$ cat src/rtl/spr_pkg.sv
package spr_pkg;

    localparam int WORD_W      = 16;
    localparam int COLOR_W     = 6;
    localparam int SPAN_W      = 3;
    localparam int CELL_SHIFT  = 4;
    localparam int ENTRY_WORDS = 4;
    localparam int ENT_SEL_W   = $clog2(ENTRY_WORDS);

    // attribute word field positions
    localparam int FLIPX_BIT = 15;
    localparam int FLIPY_BIT = 11;
    localparam int WID_LSB   = 8;
    localparam int HGT_LSB   = 12;
    localparam int COLOR_LSB = 0;

    // word order inside one entry
    localparam logic [ENT_SEL_W-1:0] W_ATTR = 2'd0;
    localparam logic [ENT_SEL_W-1:0] W_TILE = 2'd1;
    localparam logic [ENT_SEL_W-1:0] W_XPOS = 2'd2;
    localparam logic [ENT_SEL_W-1:0] W_YPOS = 2'd3;

    typedef struct packed {
        logic [WORD_W-1:0]  x;
        logic [WORD_W-1:0]  y;
        logic [WORD_W-1:0]  tile;
        logic [SPAN_W-1:0]  w_m1;
        logic [SPAN_W-1:0]  h_m1;
        logic               fx;
        logic               fy;
        logic [COLOR_W-1:0] color;
    } spr_entry_t;

    typedef struct packed {
        logic [WORD_W-1:0]  x;
        logic [WORD_W-1:0]  y;
        logic [WORD_W-1:0]  tile;
        logic [COLOR_W-1:0] color;
        logic               fx;
        logic               fy;
    } spr_cmd_t;

    typedef enum logic [1:0] {
        SC_IDLE = 2'd0,
        SC_LOAD = 2'd1,
        SC_EMIT = 2'd2
    } scan_state_t;

endpackage

$ cat src/rtl/spr_entry_loader.sv
module spr_entry_loader
    import spr_pkg::*;
#(
    parameter int IDX_W  = 8,
    parameter int ADDR_W = IDX_W + ENT_SEL_W
) (
    input  logic              clk,
    input  logic              rst_n,
    input  logic              load_i,
    input  logic [IDX_W-1:0]  idx_i,
    output logic              rd_en_o,
    output logic [ADDR_W-1:0] rd_addr_o,
    input  logic [WORD_W-1:0] rd_data_i,
    output spr_entry_t        entry_o,
    output logic              loaded_o
);

    localparam logic [ENT_SEL_W-1:0] LAST_WORD = ENT_SEL_W'(ENTRY_WORDS - 1);

    typedef struct packed {
        logic                 active;
        logic [ENT_SEL_W-1:0] word;
        logic [IDX_W-1:0]     idx;
        logic                 cap_pend;
        logic [ENT_SEL_W-1:0] cap_word;
        spr_entry_t           ent;
        logic                 loaded;
    } ld_state_t;

    ld_state_t q, d;

    always_comb begin
        d         = q;
        d.loaded  = 1'b0;
        d.cap_pend = 1'b0;
        rd_en_o   = 1'b0;
        rd_addr_o = {q.idx, q.word};

        // capture the word requested in the previous cycle
        if (q.cap_pend) begin
            case (q.cap_word)
                W_ATTR: begin
                    d.ent.color = rd_data_i[COLOR_LSB +: COLOR_W];
                    d.ent.w_m1  = rd_data_i[WID_LSB +: SPAN_W];
                    d.ent.h_m1  = rd_data_i[HGT_LSB +: SPAN_W];
                    d.ent.fx    = rd_data_i[FLIPX_BIT];
                    d.ent.fy    = rd_data_i[FLIPY_BIT];
                end
                W_TILE:  d.ent.tile = rd_data_i;
                W_XPOS:  d.ent.x    = rd_data_i;
                default: d.ent.y    = rd_data_i;
            endcase
            if (q.cap_word == LAST_WORD) begin
                d.loaded = 1'b1;
            end
        end

        // issue one read per cycle across the entry
        if (q.active) begin
            rd_en_o    = 1'b1;
            d.cap_pend = 1'b1;
            d.cap_word = q.word;
            d.word     = q.word + 1'b1;
            if (q.word == LAST_WORD) begin
                d.active = 1'b0;
            end
        end

        if (load_i) begin
            d.active = 1'b1;
            d.word   = '0;
            d.idx    = idx_i;
        end
    end

    always_ff @(posedge clk) begin
        if (!rst_n) begin
            q <= '0;
        end else begin
            q <= d;
        end
    end

    assign entry_o  = q.ent;
    assign loaded_o = q.loaded;

endmodule

$ cat src/rtl/spr_cell_gen.sv
module spr_cell_gen
    import spr_pkg::*;
(
    input  logic       clk,
    input  logic       rst_n,
    input  logic       start_i,
    input  spr_entry_t entry_i,
    input  logic       ready_i,
    output logic       valid_o,
    output spr_cmd_t   cmd_o,
    output logic       busy_o
);

    typedef struct packed {
        logic              run;
        logic [SPAN_W-1:0] ax;
        logic [SPAN_W-1:0] ay;
        logic [WORD_W-1:0] tile;
        spr_entry_t        ent;
        logic              vld;
        spr_cmd_t          cmd;
    } cg_state_t;

    cg_state_t q, d;
    logic [SPAN_W-1:0] col_c;
    logic [SPAN_W-1:0] row_c;

    always_comb begin
        d     = q;
        // mirror the grid index, not the cell contents
        col_c = q.ent.fx ? (q.ent.w_m1 - q.ax) : q.ax;
        row_c = q.ent.fy ? (q.ent.h_m1 - q.ay) : q.ay;

        if (q.vld && ready_i) begin
            d.vld = 1'b0;
        end

        if (start_i) begin
            d.run  = 1'b1;
            d.ax   = '0;
            d.ay   = '0;
            d.tile = entry_i.tile;
            d.ent  = entry_i;
        end else if (q.run && (!q.vld || ready_i)) begin
            d.vld       = 1'b1;
            d.cmd.x     = q.ent.x + (WORD_W'(col_c) << CELL_SHIFT);
            d.cmd.y     = q.ent.y + (WORD_W'(row_c) << CELL_SHIFT);
            d.cmd.tile  = q.tile;
            d.cmd.color = q.ent.color;
            d.cmd.fx    = q.ent.fx;
            d.cmd.fy    = q.ent.fy;
            d.tile      = q.tile + 1'b1;
            // rows inner, columns outer
            if (q.ay == q.ent.h_m1) begin
                d.ay = '0;
                if (q.ax == q.ent.w_m1) begin
                    d.run = 1'b0;
                end else begin
                    d.ax = q.ax + 1'b1;
                end
            end else begin
                d.ay = q.ay + 1'b1;
            end
        end
    end

    always_ff @(posedge clk) begin
        if (!rst_n) begin
            q <= '0;
        end else begin
            q <= d;
        end
    end

    assign valid_o = q.vld;
    assign cmd_o   = q.cmd;
    assign busy_o  = q.run || q.vld;

endmodule

$ cat src/rtl/spr_cell_expander.sv
module spr_cell_expander
    import spr_pkg::*;
#(
    parameter int TABLE_WORDS = 1024,
    parameter int TRANSP_PEN  = 15,
    parameter int PEN_W       = 4,
    localparam int ENTRIES    = TABLE_WORDS / ENTRY_WORDS,
    localparam int IDX_W      = $clog2(ENTRIES),
    localparam int ADDR_W     = $clog2(TABLE_WORDS)
) (
    input  logic               clk,
    input  logic               rst_n,
    input  logic               start_i,
    output logic               busy_o,
    output logic               done_o,
    output logic               rd_en_o,
    output logic [ADDR_W-1:0]  rd_addr_o,
    input  logic [WORD_W-1:0]  rd_data_i,
    output logic               cmd_valid_o,
    input  logic               cmd_ready_i,
    output logic [WORD_W-1:0]  cmd_x_o,
    output logic [WORD_W-1:0]  cmd_y_o,
    output logic [WORD_W-1:0]  cmd_tile_o,
    output logic [COLOR_W-1:0] cmd_color_o,
    output logic               cmd_flipx_o,
    output logic               cmd_flipy_o,
    output logic [PEN_W-1:0]   cmd_transp_o
);

    localparam logic [IDX_W-1:0] TOP_IDX = IDX_W'(ENTRIES - 1);

    typedef struct packed {
        scan_state_t      st;
        logic [IDX_W-1:0] idx;
        logic             done;
    } top_state_t;

    top_state_t q, d;

    logic             load_c;
    logic [IDX_W-1:0] load_idx_c;
    logic             gen_start_c;
    logic             loaded;
    logic             gen_busy;
    spr_entry_t       entry;
    spr_cmd_t         cmd;

    always_comb begin
        d           = q;
        d.done      = 1'b0;
        load_c      = 1'b0;
        load_idx_c  = q.idx;
        gen_start_c = 1'b0;
        case (q.st)
            SC_IDLE: begin
                if (start_i) begin
                    d.st       = SC_LOAD;
                    d.idx      = TOP_IDX;
                    load_c     = 1'b1;
                    load_idx_c = TOP_IDX;
                end
            end
            SC_LOAD: begin
                if (loaded) begin
                    d.st        = SC_EMIT;
                    gen_start_c = 1'b1;
                end
            end
            SC_EMIT: begin
                if (!gen_busy) begin
                    if (q.idx == '0) begin
                        d.st   = SC_IDLE;
                        d.done = 1'b1;
                    end else begin
                        d.idx      = q.idx - 1'b1;
                        d.st       = SC_LOAD;
                        load_c     = 1'b1;
                        load_idx_c = q.idx - 1'b1;
                    end
                end
            end
            default: d.st = SC_IDLE;
        endcase
    end

    always_ff @(posedge clk) begin
        if (!rst_n) begin
            q <= '{st: SC_IDLE, idx: '0, done: 1'b0};
        end else begin
            q <= d;
        end
    end

    spr_entry_loader #(
        .IDX_W  (IDX_W),
        .ADDR_W (ADDR_W)
    ) u_loader (
        .clk       (clk),
        .rst_n     (rst_n),
        .load_i    (load_c),
        .idx_i     (load_idx_c),
        .rd_en_o   (rd_en_o),
        .rd_addr_o (rd_addr_o),
        .rd_data_i (rd_data_i),
        .entry_o   (entry),
        .loaded_o  (loaded)
    );

    spr_cell_gen u_gen (
        .clk     (clk),
        .rst_n   (rst_n),
        .start_i (gen_start_c),
        .entry_i (entry),
        .ready_i (cmd_ready_i),
        .valid_o (cmd_valid_o),
        .cmd_o   (cmd),
        .busy_o  (gen_busy)
    );

    assign busy_o       = (q.st != SC_IDLE);
    assign done_o       = q.done;
    assign cmd_x_o      = cmd.x;
    assign cmd_y_o      = cmd.y;
    assign cmd_tile_o   = cmd.tile;
    assign cmd_color_o  = cmd.color;
    assign cmd_flipx_o  = cmd.fx;
    assign cmd_flipy_o  = cmd.fy;
    assign cmd_transp_o = PEN_W'(TRANSP_PEN);

endmodule

$ cat config.mk
export PLATFORM = sky130hd
export DESIGN_NAME = spr_cell_expander
export DESIGN_NICKNAME = d
export VERILOG_FILES = /design/src/rtl/spr_pkg.sv /design/src/rtl/spr_entry_loader.sv /design/src/rtl/spr_cell_gen.sv /design/src/rtl/spr_cell_expander.sv
export SDC_FILE = /design/constraint.sdc
export NUM_CORES = 1
export LEC_CHECK = 0
export BUFFER_PORTS_ARGS = -buffer_cell sky130_fd_sc_hd__buf_2
export CAP_MARGIN = 5
export CORE_MARGIN = 1
export CORE_UTILIZATION = 40
export CTS_CLUSTER_DIAMETER = 150
export DETAILED_ROUTE_END_ITERATION = 7
export PLACE_DENSITY_LB_ADDON = 0.05
export SKIP_LAST_GASP = 1
export SYNTH_ARGS = -nofsm -noshare
export SYNTH_HDL_FRONTEND = slang
export SYNTH_SLANG_ARGS = --single-unit
$ cat constraint.sdc
create_clock -name clk -period 6.8 [get_ports clk]
set_input_delay 1.36 -clock clk [delete_from_list [all_inputs] [get_ports clk]]
set_output_delay 1.36 -clock clk [all_outputs]
set_load 0.005 [all_outputs]
# After elaboration in Yosys (flattened, before gate mapping)
# Cells that the tools add are included.
[totals]
ff_bits = 214
input_bits = 20
out_inout_bits = 74
word_cells = 121
[op_classes]
add_sub_neg = 9
n_eq_ne = 11
n_mux = 34
bitwise = 5
n_reduce_logical = 27
[op_table]
columns = ["cell", "count"]
rows = [
  ["$mux 57", 2],
  ["$mux 23", 2],
  ["$add 16x7->16", 2],
  ["$pmux 8 s2", 2],
  ["$mux 8", 3],
  ["$mux 11", 2],
  ["$mux 3", 6],
  ["$add 16x1->16 const B", 1],
  ["$mux 1", 12],
  ["$reduce_and 2->1", 6],
  ["$reduce_and 3->1", 4],
  ["$mux 10", 1],
  ["$reduce_bool 2->1", 5],
  ["$eq 2x2->1 const B", 4],
  ["$logic_not 8->1", 1],
  ["$sub 8x1->8 const B", 1],
  ["$add 3x1->3 const B", 2],
  ["$eq 3x3->1", 2],
  ["$pmux 2 s3", 1],
  ["$reduce_or 3->1", 2],
  ["$sub 3x3->3", 2],
  ["$not 1->1", 5],
  ["$eq 2x1->1 const B", 2],
  ["$logic_not 2->1", 2],
  ["10 further kinds", 14],
]

# Depth between registers and ports, before layout
# Gate-level depths: netlist of run 1.
[logic_depth]
depth_word = 5
mapped_depth = 12
ltp_nobuf = 12

# By module
# From an unflattened synthesis of run 1, not the netlist that was laid out.
[unflattened]
cells_unflattened = 1101
hier_area_um2 = 10148.5
[modules_own_cells]
columns = ["module", "instances", "cells_each", "area_each_um2", "seq_area_each_um2"]
rows = [
  ["spr_cell_gen", 1, 671, 6068.3, 2522.4],
  ["spr_entry_loader", 1, 343, 3379.5, 1541.5],
  ["spr_cell_expander", 1, 87, 700.7, 220.2],
]

# Worst setup path before layout of run 1
# No wires, ideal clock.
[synth_timing]
kind = "input to register"
from = "input port cmd_ready_i"
to = "register u_gen.q[140] (netlist bit)"
setup_time_ns = 0.070
t_arrival_ns = 2.618
required_ns = 6.730
path_slack_ns = 4.112
path_stages = 5
n_path_buf = 1
cell_sequence = "nor2b_1 -> or4_1 -> clkbuf_1 -> or4_1 -> a21oi_1"
[synth_between]
elab_chain_cells = 3
[synth_lines]
columns = ["element", "line_no", "source"]
rows = [
  ["from (decl)", "spr_cell_expander.sv:20", "input logic cmd_ready_i,"],
  ["$logic_or 1x1->1", "spr_cell_gen.sv:44", "end else if (q.run && (!q.vld || ready_i)) begin"],
  ["$logic_and 1x1->1", "spr_cell_gen.sv:44", ""],
  ["$reduce_and 3->1 (no source line)", "n/a", ""],
  ["to (signal assigned)", "spr_cell_gen.sv:69", "q <= '0;"],
  ["to (signal assigned)", "spr_cell_gen.sv:71", "q <= d;"],
  ["to (decl)", "spr_cell_gen.sv:24", "cg_state_t q, d;"],
]
# Every way passes these cells.
# A chain may end at the register's enable or synchronous reset.

# Worst setup path after layout of run 1
[layout_timing]
from = "register u_gen.q[135] (netlist bit)"
to = "register u_gen.q, in the netlist u_gen.cmd_o[33]"
[layout_between]
elab_chain_cells = 3
[layout_lines]
columns = ["element", "line_no", "source"]
rows = [
  ["$sub 3x3->3", "spr_cell_gen.sv:32", "row_c = q.ent.fy ? (q.ent.h_m1 - q.ay) : q.ay;"],
  ["$mux 3 (*)", "spr_cell_gen.sv:32", ""],
  ["$add 16x7->16 (*)", "spr_cell_gen.sv:47", "d.cmd.y = q.ent.y + (WORD_W'(row_c) << CELL_SHIFT);"],
]
# Mark *: on every way between the ends. The rest lies on a longest branch, timed or not.

==> results of run 1 <==
## critical path, stage by stage (launching register included)
cell	delay, ns
dfxtp_1	0.41
ha_1	0.17
inv_1	0.04
fa_1	0.38
xnor2_1	0.14
nand2_1	0.08
xnor2_1	0.33
ha_1	0.35
a21oi_1	0.50
o21ai_0	0.19
a31oi_1	0.20
## power by group
| group | internal (uW) | switching (uW) |
|---|---|---|
| clock network | 811 | 526 |
| registers | 1270 | 15.6 |
| logic | 36.4 | 64.5 |
| total | 2120 | 606 |
## metal layers
layer / wire length, um / track usage, %
met5: 0 / 0
met4: 414 / 4.48
met3: 710 / 2.87
met2: 9980 / 31.1
met1: 10900 / 26.1
## layout make-up
cell class / count / share of cell area, %
timing repair buffer: 98 / 5.05
clock buffer: 38 / 7.53
tap: 285 / 3.51
clock inverter: 7 / 0.653
sequential: 214 / 42.2
multi-input combinational: 779 / 40.3
inverter: 18 / 0.690
## sequential cells by signal, summed over array words and instances (netlist names)
signal / cells
u_loader.entry_o: 62
u_loader.rd_addr_o: 10
u_gen.valid_o: 1
u_loader.q: 4
q: 10
u_gen.q: 69
u_gen.cmd_o: 56
done_o: 1
u_loader.loaded_o: 1
## per-stage QoR
| step | total power (uW) | worst slack [ns] | std cells | hold WS, ns |
|---|---|---|---|---|
| after floorplan | 1390 | 4.11 | 1155 | 0.432 |
| after global placement | 1420 | 3.41 | 1394 | 0.438 |
| after detailed placement | 1410 | 3.38 | 1394 | 0.443 |
| after CTS | 2760 | 3.89 | 1439 | 0.451 |
| after global routing | 2820 | 3.54 | 1439 | 0.465 |
| final | 2720 | 3.92 | 1439 | 0.444 |
## logic make-up (layout without fill, tap and decap cells)
logic type,Yosys count,after routing
AOI/OAI and AO/OA,272,272
xor gates and xnor gates,33,33
adders and majority gates,20,20
buffers and inverters,162,161
DFF,214,214
muxes,4,4
other,1,4
and+or+nand+nor,446,446
## final timing paths
check,start,end,slack (ns)
max,u_gen.q[135],u_gen.cmd_o[33],3.92
min,u_loader.entry_o[11],u_gen.q[68],0.44
max reg2reg,u_gen.q[135],u_gen.cmd_o[33],3.92
min reg2reg,u_loader.entry_o[11],u_gen.q[68],0.44
## cells in the final DEF (no fill, tap or decap), types with 4 or more instances in the layout
master	synthesis	final
nand4_1	10	10
or3b_2	4	4
xnor2_1	20	20
xor2_1	13	13
a31oi_1	12	12
nand2_1	313	313
clkbuf_1	57	4
clkbuf_16	0	25
o21ai_0	37	37
fa_1	4	4
or2_2	4	4
nor3b_1	5	5
nor2_1	31	31
and3_1	5	5
buf_2	6	89
o31ai_1	7	7
nand3_1	19	18
conb_1	1	4
a211oi_1	11	11
or4_1	8	8
clkinv_2	0	5
inv_1	18	17
a21oi_1	180	180
mux2i_1	4	4
nand3b_1	4	4
buf_4	68	9
clkbuf_8	0	9
nor4_1	5	5
or3_1	9	9
dfxtp_1	214	214
nor3_1	13	12
ha_1	16	16
and2_1	5	5
==> summary.txt, run 1 <==
Status
  – Status: finished, final reports clean

Synthesis
  – Synth Instances: approximately 1200
  – Post-Synth XOR/XNOR Area: 3.13%
  – Largest family of logic cells by synthesized area: simple AND/OR/NAND/NOR gates
  – Synthesized flop and latch total: 214
  – Post-synth top cells: 313 x nand2_1, 214 x dfxtp_1, 180 x a21oi_1
  – Post-Synth Adder-Cell Area: 3.03%
  – Seq/Total Area, Yosys: 46.3%
  – Post-synth EDFFs: 0
  – Leading area contributor after synthesis: dfxtp_1
  – Top cell type's share of synthesized area: 46.3%
  – Post-synthesis mux area share: 0.433%
  – Most frequent cell after synthesis: nand2_1
  – Post-synth top flop: dfxtp_1
  – Syn Area/Cell: 8.02 um2
  – Synth Warn #: 0
  – Synth Area in Compound Gates: 16.4%
  – Async set or reset register ratio after synthesis: 0%
  – Simple-Gate Fraction of Synth Area: 21.0%
  – Mapped Area: 9240 um2
  – Count of cell types in the netlist: 53
  – Top post-synthesis cells by area: dfxtp_1 46%, nand2_1 13%, a21oi_1 9.7%

Die
  – # rows: 55
  – Core area: roughly 23000 um2
  – Die Span X: 154 um
  – Initial Util: 40.8%
  – Io pins: 94
  – Die area: 23700 um2
  – Die Y: 154 um

Finish
  – Reg area: around 4300 um2
  – Final core area utilization: 44.8%
  – Finished Cell Area: just over 10000 um2
  – Area of the multi-input gates: 4100 um2
  – Antenna diode count: 0
  – Area growth from synthesis to layout: 9.80%
  – Fillers: 2347
  – Layout cells sized above 1: 13.3%
  – # nets final: approximately 1200

Route
  – Pre-antenna DRT Iters: 6
  – Total vias in the final route: 7272
  – # DRC: 0
  – Wire per inst: 15.3 um
  – Drt initial violations: 330
  – Detail Route Antenna Nets: 0
  – Drt total wl: 22000 um
  – Vias/cell: 5.05

Worst hold path
  – Hold depth: 2
  – Hold Crit Class: flop to flop

Critical path
  – Critical path fanouts, max: 10
  – Crit path launch type: flop
  – R2R depth: 10
  – WP data required: 7.23 ns
  – Setup crit end kind: flop
  – Crit Path Category: flop to flop
  – Critical path arrival: 3.31 ns

Timing
  – Max frequency: 347 MHz
  – Crit share post-route: 42.4%
  – Setup-failing EPs final: 0
  – RSZ-0062 raised after global routing: false
  – Tightest Pin Transition: 1.14 ns
  – Min Tclk post-route: 2.88 ns
  – Final hold violation count: 0
  – Worst Skew: 0.00985 ns
  – Worst slew margin: 23.5%
  – Max Transition Viols Final: 0
  – Final TNS setup: 0 ns

Clock tree
  – CTS Buf Count: 25
  – Clock root cell: clkbuf_16
  – Post-cts resize count: 0
  – Clock tree buffer depth: 3
  – CTS Sinks: 214
  – Hold_buf cts: 0
  – Worst-Skew Late Latency: 0.52 ns
  – H-tree depth: 1
  – Clock transition at path regs: 0.06 ns
  – CTS tree: built
  – # Post-CTS Setup Buffers: 0

Power
  – Power per cell area: ~270 nW/um2
  – Leakage: 0.00369 uW
  – Worst vdd ir: 0.170 mV

GRT
  – Global-route wire length before repair: about 37000 um
  – Total track usage: 19.0%
  – Largest net degree at the start of global routing: 87
  – Gr ovfl total: 0
  – Antenna violations before repair: 0
  – Vias in the first global route: 6909

Place
  – HPWL Detailed: 14200 um
  – Placed Area: 9320 um2
  – Placer congestion estimate: 0.744
  – IO Port Bufs: 89

Flow run
  – Max-Cap Viols: 0
Power figures use the tool's default switching activity.
==> run 2, diff against run 1 <==
clock period = 2.4 ns   (was 6.8 ns; I/O delays follow)
==> run 2 against run 1 <==
Setup slack worse by 3.9 ns. Sequential power rose to 2.8 times the previous value. Final area up 5.8%. Routed wire length up 5.7%. Non-clock buffer count up 39. Clock skew up 0.0052 ns. Largest power group unchanged. Combinational power rose to 3.2 times the previous value. Sequential share of layout area down 2.3 points.
==> summary.txt, run 2 (synthesized netlist as in run 1, its figures left out) <==
GRT
  – Gr ovfl total: 0
  – Vias in the first global route: roughly 7200
  – Antenna violations before repair: 0
  – Largest net degree at the start of global routing: 56
  – Total track usage: 19.9%
  – Global-route wire length before repair: 38000 um

Place
  – Dpl ws: -0.149 ns
  – HPWL Detailed: 15600 um
  – Placer congestion estimate: 0.788
  – IO Port Bufs: 89
  – Placed Instances: 1432

Power
  – Sequential share of power: 47.6%
  – Worst vdd ir: 0.482 mV
  – Switching share of total power: between 20% and 30%
  – Int Power: ~5900 uW
  – Comb power frac: under 10%
  – Power, Total: 7640 uW
  – Power per cell area: 712 nW/um2
  – Clock power frac: 48.2%
  – Leakage: 0.00395 uW
  – Net Switching: 1700 uW

Clock tree
  – CTS tree: built
  – CTS Sinks: 214
  – Clock root cell: clkbuf_16
  – CTS Buf Count: 25
  – H-tree depth: 1
  – Worst-Skew Late Latency: 0.52 ns
  – Clock transition at path regs: approximately 0.060 ns
  – Clock tree buffer depth: 3

Finish
  – Finished Layout Cells: 1478
  – Max reg flops: 69
  – Fillers: between 2000 and 2500
  – Final core area utilization: 47.4%
  – Antenna diode count: 0
  – Area growth from synthesis to layout: 16.1%
  – Layout cells sized above 1: between 10% and 20%
  – Top reg by flops: u_gen.q
  – Area of the multi-input gates: 4330 um2
  – Reg area: 4290 um2
  – Commonest non-fill, non-tap cell in the layout: nand2_1
  – # nets final: 1215
  – Highest-count cells in the layout ignoring fill and taps: 312 x nand2_1, 210 x dfxtp_1, 175 x a21oi_1

Critical path
  – Setup crit end kind: flop
  – R2R Setup Slk: 0.01 ns
  – Critical path fanouts, max: 2
  – WP data required: roughly 2.8 ns
  – Crit Path Category: flop to flop
  – Crit path launch type: flop
  – Critical path arrival: 2.79 ns

Timing
  – Min Tclk post-route: 2.39 ns
  – Max frequency: approximately 420 MHz
  – Worst slew margin: 53.0%
  – Tightest Pin Transition: roughly 0.70 ns
  – Final setup margin: ~0.011 ns
  – Worst Skew: 0.0151 ns
  – RSZ-0062 raised after global routing: true
  – Fin Hold WS: 0.256 ns
  – Max Transition Viols Final: 0
  – Crit share post-route: 99.5%
  – Final hold violation count: 0
  – Setup-failing EPs final: 0

Status
  – Status: finished, final reports clean

Route
  – Drt total wl: 23300 um
  – Wire per inst: 15.8 um
  – Detail Route Antenna Nets: 0
  – Drt initial violations: between 300 and 400
  – Max layer used: met4
  – Total vias in the final route: 7578
  – Detail Route met2 WL: approximately 11000 um
  – Vias/cell: 5.13
  – Pre-antenna DRT Iters: 4
  – # DRC: 0
  – M1 WL: between 10000 and 15000 um
  – Met3 Wirelength: 736 um

Die
  – Die Y: about 150 um
  – # rows: 55
  – Core area: 22600 um2
  – Die Span X: 154 um
  – Initial Util: 40.8%
  – Die area: 23700 um2
  – Io pins: 94

Flow run
  – Max-Cap Viols: 0

Worst hold path
  – Hold Crit Class: input pin to flop
[run 2: changes by cell type in the layout (fill, tap and decap cells not counted), moves of 4 or more]
cell	previous run	this run
buf_4	9	40
a21oi_1	180	175
a21oi_4	0	5
buf_12	0	5
ha_1	16	11
ha_4	0	5
dfxtp_1	214	210
dfxtp_2	0	4
fa_1	4	0
fa_2	0	4
inv_1	17	13
inv_2	0	4
[run 2: worst paths after layout]
| path | start | endpoint | cells past startpoint |
|---|---|---|---|
| max | u_gen.q[68] | u_gen.cmd_o[50] | 13 |
| min | rd_data_i[0] | u_loader.entry_o[46] | 3 |
| max reg2reg | u_gen.q[68] | u_gen.cmd_o[50] | 13 |
| min reg2reg | u_gen.cmd_o[4] | u_gen.cmd_o[4] | 2 |
[run 2: what timing repair did]
item                       4_1_cts  5_1_grt
setup endpoints to repair       17       19
resized for setup               19       24
pin swaps                       25       32
hold buffers                     0        0
setup buffers                    1        0
[run 2: stage by stage]
step | cell area, um2 | setup TNS, ns
after global placement | 9710 | -0.953
after CTS | 10600 | -0.360
after detailed placement | 9710 | -1.43
final | 10700 | 0
after global routing | 10700 | -1.10
after floorplan | 9300 | -0.0303
[run 2: area by class of cell]
cell class,count,share of cell area [%]
multi-input cells,779,40.3
flip-flops and latches,214,39.9
repair buffers,137,8.19
clock buffers,41,7.32
well taps,285,3.32
inverters,18,0.653
clock inverters,4,0.256
[run 2: critical path, stage by stage, from the launching register on]
cell and delay, ns:
dfxtp_2 0.32, inv_2 0.05, ha_4 0.12, inv_2 0.03, fa_2 0.32, xnor2_1 0.14, nand2_1 0.10, xnor2_2 0.27
ha_4 0.27, buf_6 0.12, a21o_1 0.17, nand4_1 0.09, xor2_1 0.18, a211oi_2 0.08
[run 2: power by group through the flow]
stage	registers, uW	clock network, uW	logic [uW]
finish	3640	3690	320
global route	3640	3920	353
CTS	3630	3780	324
detailed placement	3710	0	323
global placement	3710	0	324
floorplan	3700	0	231
[run 2: per-layer routing]
layer | global-route usage [%] | up-vias
li1 | - | 3859
met1 | 27.3 | 3585
met2 | 33.2 | 106
met3 | 2.71 | 28
met4 | 4.05 | 0
met5 | 0 | -
